## config.mk

```make
export PLATFORM = sky130hd
export DESIGN_NAME = can_init_seq
export DESIGN_NICKNAME = d
export VERILOG_FILES = /design/src/rtl/can_init_pkg.sv /design/src/rtl/can_init_ctrl.sv /design/src/rtl/can_timing_reg.sv /design/src/rtl/can_idle_detect.sv /design/src/rtl/can_init_seq.sv
export SDC_FILE = /design/constraint.sdc
export NUM_CORES = 1
export LEC_CHECK = 0
export CAP_MARGIN = 5
export CORE_ASPECT_RATIO = 0.75
export CORE_MARGIN = 1
export CORE_UTILIZATION = 42
export CTS_CLUSTER_SIZE = 12
export DETAILED_ROUTE_END_ITERATION = 7
export PLACE_DENSITY = 0.86
export SYNTH_ARGS = -nofsm -noshare
export SYNTH_HDL_FRONTEND = slang
export SYNTH_SLANG_ARGS = --single-unit
```

## constraint.sdc

```tcl
create_clock -name clk_i -period 2.3 [get_ports clk_i]
set_input_delay 0.575 -clock clk_i [delete_from_list [all_inputs] [get_ports clk_i]]
set_output_delay 0.575 -clock clk_i [all_outputs]
set_load 0.1 [all_outputs]
```

## src/rtl/can_init_pkg.sv

```systemverilog
package can_init_pkg;
  typedef enum logic [1:0] {
    ADDR_CTRL   = 2'd0,
    ADDR_TIMING = 2'd1,
    ADDR_PRESC  = 2'd2,
    ADDR_RSVD   = 2'd3
  } reg_addr_e;

  localparam int unsigned CTRL_INIT_BIT = 0;
  localparam int unsigned CTRL_CCE_BIT  = 1;
endpackage

```

## src/rtl/can_init_ctrl.sv

```systemverilog
module can_init_ctrl
  import can_init_pkg::*;
#(
  parameter int unsigned DATA_W = 16
) (
  input  logic              clk_i,
  input  logic              rst_ni,
  input  logic              wr_en_i,
  input  logic [1:0]        wr_addr_i,
  input  logic [DATA_W-1:0] wr_data_i,
  input  logic              bus_off_i,
  output logic              init_o,
  output logic              cce_o
);
  logic ctrl_wr;
  assign ctrl_wr = wr_en_i && (wr_addr_i == ADDR_CTRL);

  always_ff @(posedge clk_i or negedge rst_ni) begin
    if (!rst_ni) begin
      init_o <= 1'b1;
      cce_o  <= 1'b0;
    end else begin
      // hardware set wins over software clear
      if (bus_off_i)    init_o <= 1'b1;
      else if (ctrl_wr) init_o <= wr_data_i[CTRL_INIT_BIT];
      if (ctrl_wr)      cce_o  <= wr_data_i[CTRL_CCE_BIT];
    end
  end
endmodule

```

## src/rtl/can_timing_reg.sv

```systemverilog
module can_timing_reg #(
  parameter int unsigned       W   = 16,
  parameter logic [W-1:0]      RST = '0
) (
  input  logic         clk_i,
  input  logic         rst_ni,
  input  logic         we_i,
  input  logic [W-1:0] d_i,
  output logic [W-1:0] q_o
);
  always_ff @(posedge clk_i or negedge rst_ni) begin
    if (!rst_ni)   q_o <= RST;
    else if (we_i) q_o <= d_i;
  end
endmodule

```

## src/rtl/can_idle_detect.sv

```systemverilog
module can_idle_detect #(
  parameter int unsigned IDLE_BITS = 11
) (
  input  logic clk_i,
  input  logic rst_ni,
  input  logic init_i,
  input  logic bit_tick_i,
  input  logic rx_bit_i,
  output logic run_o
);
  localparam int unsigned CNT_W = $clog2(IDLE_BITS + 1);
  localparam logic [CNT_W-1:0] LAST = CNT_W'(IDLE_BITS - 1);

  logic [CNT_W-1:0] cnt_q;
  logic             run_q;

  always_ff @(posedge clk_i or negedge rst_ni) begin
    if (!rst_ni) begin
      cnt_q <= '0;
      run_q <= 1'b0;
    end else if (init_i) begin
      cnt_q <= '0;
      run_q <= 1'b0;
    end else if (!run_q && bit_tick_i) begin
      if (!rx_bit_i) begin
        cnt_q <= '0;
      end else if (cnt_q == LAST) begin
        cnt_q <= '0;
        run_q <= 1'b1;
      end else begin
        cnt_q <= cnt_q + 1'b1;
      end
    end
  end

  // drop in the cycle init rises, not one later
  assign run_o = run_q && !init_i;
endmodule

```

## src/rtl/can_init_seq.sv

```systemverilog
module can_init_seq
  import can_init_pkg::*;
#(
  parameter int unsigned       DATA_W    = 16,
  parameter int unsigned       BTR_W     = 16,
  parameter int unsigned       BRPE_W    = 4,
  parameter int unsigned       IDLE_BITS = 11,
  parameter logic [BTR_W-1:0]  BTR_RST   = 16'h2301,
  parameter logic [BRPE_W-1:0] BRPE_RST  = '0
) (
  input  logic              clk_i,
  input  logic              rst_ni,
  input  logic              wr_en_i,
  input  logic [1:0]        wr_addr_i,
  input  logic [DATA_W-1:0] wr_data_i,
  input  logic              bus_off_i,
  input  logic              rx_bit_i,
  input  logic              bit_tick_i,
  output logic              xfer_en_o,
  output logic              tx_force_rec_o,
  output logic              init_o,
  output logic              cce_o,
  output logic              btr_we_o,
  output logic              brpe_we_o,
  output logic [BTR_W-1:0]  btr_q_o,
  output logic [BRPE_W-1:0] brpe_q_o
);
  logic init_q, cce_q, cfg_open;

  can_init_ctrl #(.DATA_W(DATA_W)) u_ctrl (
    .clk_i, .rst_ni, .wr_en_i, .wr_addr_i, .wr_data_i, .bus_off_i,
    .init_o(init_q), .cce_o(cce_q)
  );

  assign cfg_open  = init_q && cce_q;
  assign btr_we_o  = cfg_open && wr_en_i && (wr_addr_i == ADDR_TIMING);
  assign brpe_we_o = cfg_open && wr_en_i && (wr_addr_i == ADDR_PRESC);

  can_timing_reg #(.W(BTR_W), .RST(BTR_RST)) u_btr (
    .clk_i, .rst_ni, .we_i(btr_we_o), .d_i(wr_data_i[BTR_W-1:0]), .q_o(btr_q_o)
  );

  can_timing_reg #(.W(BRPE_W), .RST(BRPE_RST)) u_brpe (
    .clk_i, .rst_ni, .we_i(brpe_we_o), .d_i(wr_data_i[BRPE_W-1:0]), .q_o(brpe_q_o)
  );

  can_idle_detect #(.IDLE_BITS(IDLE_BITS)) u_idle (
    .clk_i, .rst_ni, .init_i(init_q), .bit_tick_i, .rx_bit_i, .run_o(xfer_en_o)
  );

  assign init_o         = init_q;
  assign cce_o          = cce_q;
  assign tx_force_rec_o = init_q;
endmodule

```

==> run summary, run 1 <==
DETAILED ROUTING
---------------------------------------------------------------------------------
Metal1 wirelength ..................................................      1090 µm
Drt drc ............................................................            0
Routed via count ...................................................          884
Routed wire length .................................................      2500 µm
Router iterations before antenna repair ............................            4
DRC violation total after the first TritonRoute iteration ..........           16
Number of nets still failing antenna checks after routing ..........            0
Highest routed metal layer .........................................         met3
Drt via density ....................................................         4.99
Met3 wire length ...................................................       145 µm
Detailed-routed wire length on met2 ................................      1270 µm
Wire length per cell ...............................................      14.1 µm

SYNTHESIS
---------------------------------------------------------------------------------
Most used standard cell by instance count after synthesis .......... sky130_fd_sc_hd__dfrtp_1
YS warnings ........................................................            0
Leading cell types by count after synthesis ........................ 22 x sky130_fd_sc_hd__dfrtp_1, 12 x sky130_fd_sc_hd__mux2_2, 9 x sky130_fd_sc_hd__mux2_4
Mapped cell area ...................................................  0.00124 mm²
Post-synthesis mux area share ......................................        0.218
Number of synthesized flops with an enable pin .....................            0
Xor and xnor fraction of the mapped netlist area ...................      0.00706
Fraction of registers with async set or reset after synthesis ......         1.00
Top cell type by total area after synthesis ........................ sky130_fd_sc_hd__dfrtp_1
Area fraction in compound gates after synthesis ....................       0.0423
Count of mapped cells out of synthesis .............................           89
Largest family of logic cells by synthesized area .................. multiplexers
Portion of synthesized cell area occupied by the leading cell type .        0.444
Area share of and/or/nand/nor cells after synthesis ................        0.114
Most common flop cell mapped by yosys .............................. sky130_fd_sc_hd__dfrtp_1
Post-synthesis area per instance ...................................     13.9 µm²
Number of different library cells in the post-synthesis netlist ....           26
Adder-cell share of the synthesized area ...........................       0.0202
Portion of the post-synthesis area used by sequential elements .....        0.549
Register bit count reported by yosys ...............................           27
Cell types occupying the most area after synthesis ................. sky130_fd_sc_hd__dfrtp_1 44%, sky130_fd_sc_hd__mux2_4 11%, sky130_fd_sc_hd__mux2_2 11%
Post-Syn Nets ......................................................          115

PLACED DESIGN
---------------------------------------------------------------------------------
Cell count after placement .........................................          173
Routability cong. ..................................................        0.784
IO Port Bufs .......................................................           49
Estimated wirelength of the detail-placed design ...................      1870 µm

MIN PATH
---------------------------------------------------------------------------------
Min-Delay Path Depth ...............................................            1
Worst hold path class ..............................................      reg2reg
Startpoint of the worst hold path .................................. u_btr.q_o[7]
Hold Path Sink ..................................................... u_btr.q_o[7]

CLOCK NETWORK
---------------------------------------------------------------------------------
Clock tree root driver cell ........................................ sky130_fd_sc_hd__clkbuf_8
Clock latency at the later pin of the worst-skew pair ..............      0.27 ns
CTS clk-pin slew, worst paths ......................................      0.09 ns
Clock sink total ...................................................           27
Clock tree from TritonCTS ..........................................         done
TritonCTS Buffers ..................................................            3
CTS Buffer Depth ...................................................            2
H-tree level count .................................................            1

POWER AND IR DROP
---------------------------------------------------------------------------------
Internal Pwr Total .................................................      1.11 mW
Total Power Consumption ............................................      2.48 mW
Part of the power in the clock network .............................        0.109
Sw frac ............................................................        0.553
Power share of the sequential group ................................        0.284
Worst IR drop on VDD ...............................................       798 µV
Proportion of power drawn by combinational gates ...................        0.607
Net load switching power ...........................................      1.37 mW
Reported leakage power .............................................     0.835 nW
Power per cell area ................................................  1360 mW/mm²

TIMING
---------------------------------------------------------------------------------
Final Skew .........................................................   0.00253 ns
Post-layout minimum cycle time .....................................      2.17 ns
Slew of the pin with the lowest slew margin ........................     0.364 ns
Final max-slew violation count .....................................            0
Setup-violating endpoint count in the final report .................            0
WHS ................................................................     0.517 ns
Maximum clock frequency ............................................      461 MHz
Unrepaired setup endpoints after global routing ....................           no
Final worst path period share ......................................        0.944
Worst slew margin relative to its limit ............................        0.757
Final Hold Vio Count ...............................................            0

CELLS AND AREA
---------------------------------------------------------------------------------
Share of layout cells above drive strength 1 .......................        0.468
Filler cells .......................................................          206
Final layout net count .............................................          168
Layout Cells excl Fill .............................................          177
Area Overhead vs Synth .............................................        46.9%
Diode count ........................................................            0

GLOBAL ROUTE
---------------------------------------------------------------------------------
Overflow after GRT .................................................            0
First-pass GRT wire length .........................................      4260 µm
Overall global routing resource usage ..............................        0.174
Via count of the first global-routing pass .........................          961
Maximum number of pins on one net before global-route repair .......           28
Number of antenna violations at the first check in global routing ..            0

CRITICAL PATH
---------------------------------------------------------------------------------
Maximum fanout along the worst path ................................           12
Cell chain of the critical path .................................... nand4_1 -> or2_4 -> clkinvlp_4 -> buf_12
Endpoint of the worst-slack reg-to-reg timing path ................. u_btr.q_o[4]
Data required time of the worst path ...............................      1.73 ns
Register-to-Register Path Depth ....................................            4
Crit path depth ....................................................            4
Cell class contributing the biggest share of worst-path delay ......   flip-flops
Worst setup path start ............................................. u_ctrl.init_o
Slowest library cell on the worst path ............................. sky130_fd_sc_hd__dfstp_4
Worst setup EP type ................................................  output port
Kind of critical path ..............................................      reg2out
Critical Path Source Type ..........................................         flop
Delay of the slowest cell on the worst path ........................      0.71 ns
Reg-to-reg startpoint .............................................. u_ctrl.init_o
Buffer and inverter count on the worst path ........................            2
Arrival @ worst endpoint ...........................................      1.60 ns
Worst reg-to-reg setup slack .......................................      0.57 ns

FLOORPLAN
---------------------------------------------------------------------------------
Effective utilization at floorplan .................................        0.459
Die Wd .............................................................      64.8 µm
Core Footprint .....................................................  0.00270 mm²
Die Footprint ......................................................  0.00318 mm²
Die Height .........................................................      49.1 µm
Io pins ............................................................           50
Num rows ...........................................................           16

RUN
---------------------------------------------------------------------------------
Max-Cap Viols ......................................................            0

RUN STATUS
---------------------------------------------------------------------------------
Run status .........................................................    completed

timing repair:
action	in CTS	in global routing
resized for setup	0	5
hold buffers	0	0
setup buffers	0	0
setup endpoints to repair	0	2
power by group through the flow:
stage                     Clock [mW]  Sequential (mW)  Combinational, mW
after detailed placement           0            0.715               1.50
after floorplan                    0             1.70              0.199
final                          0.270            0.704               1.50
after global routing           0.302            0.722               1.54
after global placement             0            0.702               1.50
after CTS                      0.282            0.705               1.51
metal layers:
layer  track usage  vias to the layer above
li1              -                      414
met1         0.209                      436
met2         0.316                       34
met3        0.0467                        0
met4        0.0259                        0
met5             0                        -
cell type report:
cell class | count | area (µm²) | share of cell area
clock buffer | 3 | 41.3 | 0.0226
tap | 36 | 45.0 | 0.0247
clock inverter | 1 | 7.51 | 0.00412
multi-input combinational | 55 | 508 | 0.279
inverter | 3 | 18.8 | 0.0103
timing repair buffer | 52 | 515 | 0.283
sequential | 27 | 687 | 0.377
state kept, by name (all words and copies together) (netlist names):
register and cells:
u_idle.cnt_q 4, u_idle.run_q 1, u_ctrl.init_o 1, u_btr.q_o 16, u_ctrl.cce_o 1, u_brpe.q_o 4
per-stage QoR:
step                setup WS (ns)  utilization  area, µm²  TNS (ns)
floorplan                  -0.132            -       1250    -0.132
global placement           0.0239        0.651       1760         0
detailed placement         0.0169        0.651       1760         0
CTS                        0.0177        0.669       1810         0
global route               0.0728        0.675       1820         0
finish                      0.129        0.675       1820         0
kinds of logic (layout without fill, tap and decap cells):
group | count (synthesis) | after routing
AO/OA/AOI/OAI | 8 | 8
XOR/XNOR | 1 | 1
adder cells (fa/ha/maj) | 2 | 2
buffers and inverters | 7 | 59
flip-flops | 27 | 27
multiplexers | 21 | 21
AND/OR/NAND/NOR | 23 | 23
cell usage in the layout, fill, tap and decap left out:
cell / instances
sky130_fd_sc_hd__mux2_2: 12
sky130_fd_sc_hd__buf_4: 24
sky130_fd_sc_hd__nand2_1: 5
sky130_fd_sc_hd__nor2b_4: 1
sky130_fd_sc_hd__dfstp_2: 4
sky130_fd_sc_hd__o21ba_2: 1
sky130_fd_sc_hd__a211o_1: 1
sky130_fd_sc_hd__o2bb2ai_1: 1
sky130_fd_sc_hd__clkinvlp_4: 3
sky130_fd_sc_hd__or2_4: 1
sky130_fd_sc_hd__nor2_1: 1
sky130_fd_sc_hd__clkbuf_8: 3
sky130_fd_sc_hd__nand3b_1: 1
sky130_fd_sc_hd__nand4b_1: 2
sky130_fd_sc_hd__nand2b_1: 1
sky130_fd_sc_hd__nor3b_1: 1
sky130_fd_sc_hd__clkdlybuf4s50_1: 21
sky130_fd_sc_hd__nand4_1: 4
sky130_fd_sc_hd__ha_1: 2
sky130_fd_sc_hd__dfstp_4: 1
sky130_fd_sc_hd__or3b_1: 1
sky130_fd_sc_hd__mux2_4: 9
sky130_fd_sc_hd__dfrtp_2: 1
sky130_fd_sc_hd__o21ai_0: 1
sky130_fd_sc_hd__nor2b_1: 4
sky130_fd_sc_hd__inv_1: 1
sky130_fd_sc_hd__a21oi_1: 4
sky130_fd_sc_hd__dfrtp_1: 21
sky130_fd_sc_hd__and2b_2: 1
sky130_fd_sc_hd__dlymetal6s2s_1: 2
sky130_fd_sc_hd__buf_12: 5
sky130_fd_sc_hd__xor2_1: 1
how the worst max path moves through the flow:
stage / endpoint / slack (ns)
global placement: btr_we_o / 0.02
detailed placement: btr_we_o / 0.02
global route: btr_we_o / 0.07
CTS: btr_we_o / 0.02
finish: btr_we_o / 0.13
floorplan: btr_we_o / -0.13
(Power assumes the default switching activity.)
==> inputs of run 2 (changes only) <==
--- a/config.mk
+++ b/config.mk
@@ -8,10 +8,11 @@
 export CAP_MARGIN = 5
 export CORE_ASPECT_RATIO = 0.75
 export CORE_MARGIN = 1
-export CORE_UTILIZATION = 42
+export CORE_UTILIZATION = 44
+export CTS_BUF_LIST = sky130_fd_sc_hd__clkbuf_8
 export CTS_CLUSTER_SIZE = 12
 export DETAILED_ROUTE_END_ITERATION = 7
-export PLACE_DENSITY = 0.86
+export PLACE_DENSITY = 0.89
 export SYNTH_ARGS = -nofsm -noshare
 export SYNTH_HDL_FRONTEND = slang
 export SYNTH_SLANG_ARGS = --single-unit
==> run 2 against run 1 <==
Against the previous run: combinational power about the same; non-clock buffer count unchanged; power fell by 0.48%; clock power down 5%; sequential cell count is the same; critical path type is now in2out; largest cell class unchanged; largest power group unchanged.
==> run summary, run 2 (synthesis results as in run 1) <==
RUN STATUS
----------------------------------------------------------------------------------
Run status ..........................................................    completed

CELLS AND AREA
----------------------------------------------------------------------------------
Share of layout cells above drive strength 1 ........................        0.454   -0.0142
Most frequent cells in the layout ................................... 24 x sky130_fd_sc_hd__buf_4, 21 x sky130_fd_sc_hd__clkdlybuf4s50_1, 21 x sky130_fd_sc_hd__dfrtp_1, 12 x sky130_fd_sc_hd__mux2_2, 9 x sky130_fd_sc_hd__mux2_4
Most common library cell in the layout ignoring fill and taps ....... sky130_fd_sc_hd__buf_4
Biggest register ....................................................    u_btr.q_o
Diode count .........................................................            0   unchanged
Sequential cell area in the final layout ............................      687 µm²   unchanged
Area of the multi-input gates .......................................      500 µm²   -1.5%
Flip-flop count of the largest register, all copies and words added .           16   unchanged
Area Overhead vs Synth ..............................................        45.7%
Layout Cells excl Fill ..............................................          177   unchanged
Filler cells ........................................................          213   +3.4%
Registers with the highest flip-flop counts ......................... u_btr.q_o x16, u_brpe.q_o x4, u_idle.cnt_q x4
Final layout net count ..............................................          168   unchanged

DETAILED ROUTING
----------------------------------------------------------------------------------
Number of nets still failing antenna checks after routing ...........            0   unchanged
Routed wire length ..................................................      2600 µm   +3.8%
DRC violation total after the first TritonRoute iteration ...........           19   +3
Drt drc .............................................................            0   unchanged
Wire length per cell ................................................      14.7 µm   +3.8%
Drt via density .....................................................         4.99   unchanged
Routed via count ....................................................          884   unchanged
Router iterations before antenna repair .............................            3   -1

FLOORPLAN
----------------------------------------------------------------------------------
Die Footprint .......................................................  0.00304 mm²   -4.4%
Die Height ..........................................................      48.0 µm   -2.2%
Die Wd ..............................................................      63.3 µm   -2.2%
Io pins .............................................................           50   unchanged
Num rows ............................................................           16   unchanged
Core Footprint ......................................................  0.00264 mm²   -2.2%
Effective utilization at floorplan ..................................        0.470   +0.0104

TIMING
----------------------------------------------------------------------------------
Slew of the pin with the lowest slew margin .........................     0.369 ns   +0.00517 ns
Worst Setup Slack, final ............................................     0.106 ns   -0.0234 ns
Post-layout minimum cycle time ......................................      2.19 ns   +0.0234 ns
Worst slew margin relative to its limit .............................        0.753   -0.00343
Final Hold Vio Count ................................................            0   unchanged
Final worst path period share .......................................        0.954   +0.0102
Maximum clock frequency .............................................      456 MHz   -1.1%
Setup-violating endpoint count in the final report ..................            0   unchanged
Final Skew ..........................................................   0.00286 ns   +0.000339 ns
Total negative slack ................................................         0 ns   unchanged
Unrepaired setup endpoints after global routing .....................           no
Final max-slew violation count ......................................            0   unchanged

CRITICAL PATH
----------------------------------------------------------------------------------
Data required time of the worst path ................................      1.73 ns   about the same
Maximum fanout along the worst path .................................            3   -9
Arrival @ worst endpoint ............................................      1.62 ns   +0.02 ns
Worst setup EP type .................................................  output port
Critical Path Source Type ...........................................    input pin
Kind of critical path ...............................................       in2out

CLOCK NETWORK
----------------------------------------------------------------------------------
Clock latency at the later pin of the worst-skew pair ...............      0.27 ns   about the same
Post-CTS repair timing setup buffer count ...........................            0   unchanged
Clock sink total ....................................................           27   unchanged
Count of hold buffers inserted by post-cts repair ...................            0   unchanged
TritonCTS Buffers ...................................................            3   unchanged
Clock tree from TritonCTS ...........................................         done
CTS Buffer Depth ....................................................            2   unchanged
H-tree level count ..................................................            1   unchanged
CTS clk-pin slew, worst paths .......................................      0.08 ns   about the same
Clock tree root driver cell ......................................... sky130_fd_sc_hd__clkbuf_8

GLOBAL ROUTE
----------------------------------------------------------------------------------
Via count of the first global-routing pass ..........................          778   -19%
First-pass GRT wire length ..........................................      3770 µm   -12%
Overflow after GRT ..................................................            0   unchanged
Number of antenna violations at the first check in global routing ...            0   unchanged
Overall global routing resource usage ...............................        0.168   -0.00653
Maximum number of pins on one net before global-route repair ........           28   unchanged

POWER AND IR DROP
----------------------------------------------------------------------------------
Reported leakage power ..............................................     0.827 nW   -0.99%
Power per cell area .................................................  1360 mW/mm²   +0.35%
Total Power Consumption .............................................      2.46 mW   -0.48%
Worst IR drop on VDD ................................................       819 µV   +2.7%

PLACED DESIGN
----------------------------------------------------------------------------------
Routability cong. ...................................................        0.673   -14%
Worst slack at placement ............................................   -0.0181 ns   -0.0350 ns
Cell count after placement ..........................................          173   unchanged
Estimated wirelength of the detail-placed design ....................      2020 µm   +8.4%
IO Port Bufs ........................................................           49   unchanged

RUN
----------------------------------------------------------------------------------
Max-Cap Viols .......................................................            0   unchanged

MIN PATH
----------------------------------------------------------------------------------
Worst hold path class ...............................................      reg2reg

[run 2: cell count changes in the layout (fill, tap and decap cells not counted), sizes merged]
cell          previous run  this run
dlygate4sd2              0         1
clkinvlp                 3         2
dlymetal6s2s             2         1
inv                      1         2
[run 2: timing repair]
item,4_1_cts,5_1_grt
setup endpoints to repair,1,1
pin swaps,1,1
gates resized for setup,1,2
[run 2: critical path: stages]
cell	delay (ns)
sky130_fd_sc_hd__clkdlybuf4s50_1	0.52
sky130_fd_sc_hd__nand4_1	0.21
sky130_fd_sc_hd__clkinvlp_4	0.15
sky130_fd_sc_hd__buf_12	0.17
[run 2: cell type report]
type,instances,share of cell area
clock buffer,3,0.0228
multi-input combinational,55,0.277
timing repair buffer,52,0.283
sequential,27,0.380
clock inverter,1,0.00208
inverter,3,0.0104
tap,36,0.0249
[run 2: metrics by stage]
step           area [µm²]  hold slack, ns  utilization
5_1_grt              1810           0.531        0.684
6_report             1810           0.514        0.684
3_5_place_dp         1760           0.499        0.666
4_1_cts              1800           0.518        0.682
2_1_floorplan        1250           0.279            -
3_3_place_gp         1760           0.490        0.666
[run 2: path summary, 6_finish.rpt]
| check | start | end | slack [ns] | cells past startpoint |
|---|---|---|---|---|
| max in group asynchronous | rst_ni | u_btr.q_o[0] | 1.34 | 2 |
| max reg2reg | u_ctrl.init_o | u_btr.q_o[1] | 0.54 | 4 |
| min in group asynchronous | rst_ni | u_btr.q_o[11] | 0.66 | 2 |
| min reg2reg | u_brpe.q_o[1] | u_brpe.q_o[1] | 0.51 | 1 |
| max | wr_addr_i[1] | brpe_we_o | 0.11 | 4 |
| min | u_brpe.q_o[1] | u_brpe.q_o[1] | 0.51 | 1 |
[run 2: per-layer routing]
layer | vias to the layer above | GRT usage | routed length [µm]
li1 | 414 | - | -
met5 | - | 0 | 0
met4 | 0 | 0.0409 | 23
met2 | 24 | 0.294 | 1330
met1 | 442 | 0.223 | 1140
met3 | 4 | 0.0310 | 103
[run 2: report_power, final]
| group | internal [mW] | switching, mW | leakage [nW] |
|---|---|---|---|
| clock | 0.120 | 0.137 | 0.0269 |
| combinational | 0.354 | 1.15 | 0.474 |
| sequential | 0.629 | 0.0790 | 0.326 |
| total | 1.10 | 1.36 | 0.827 |
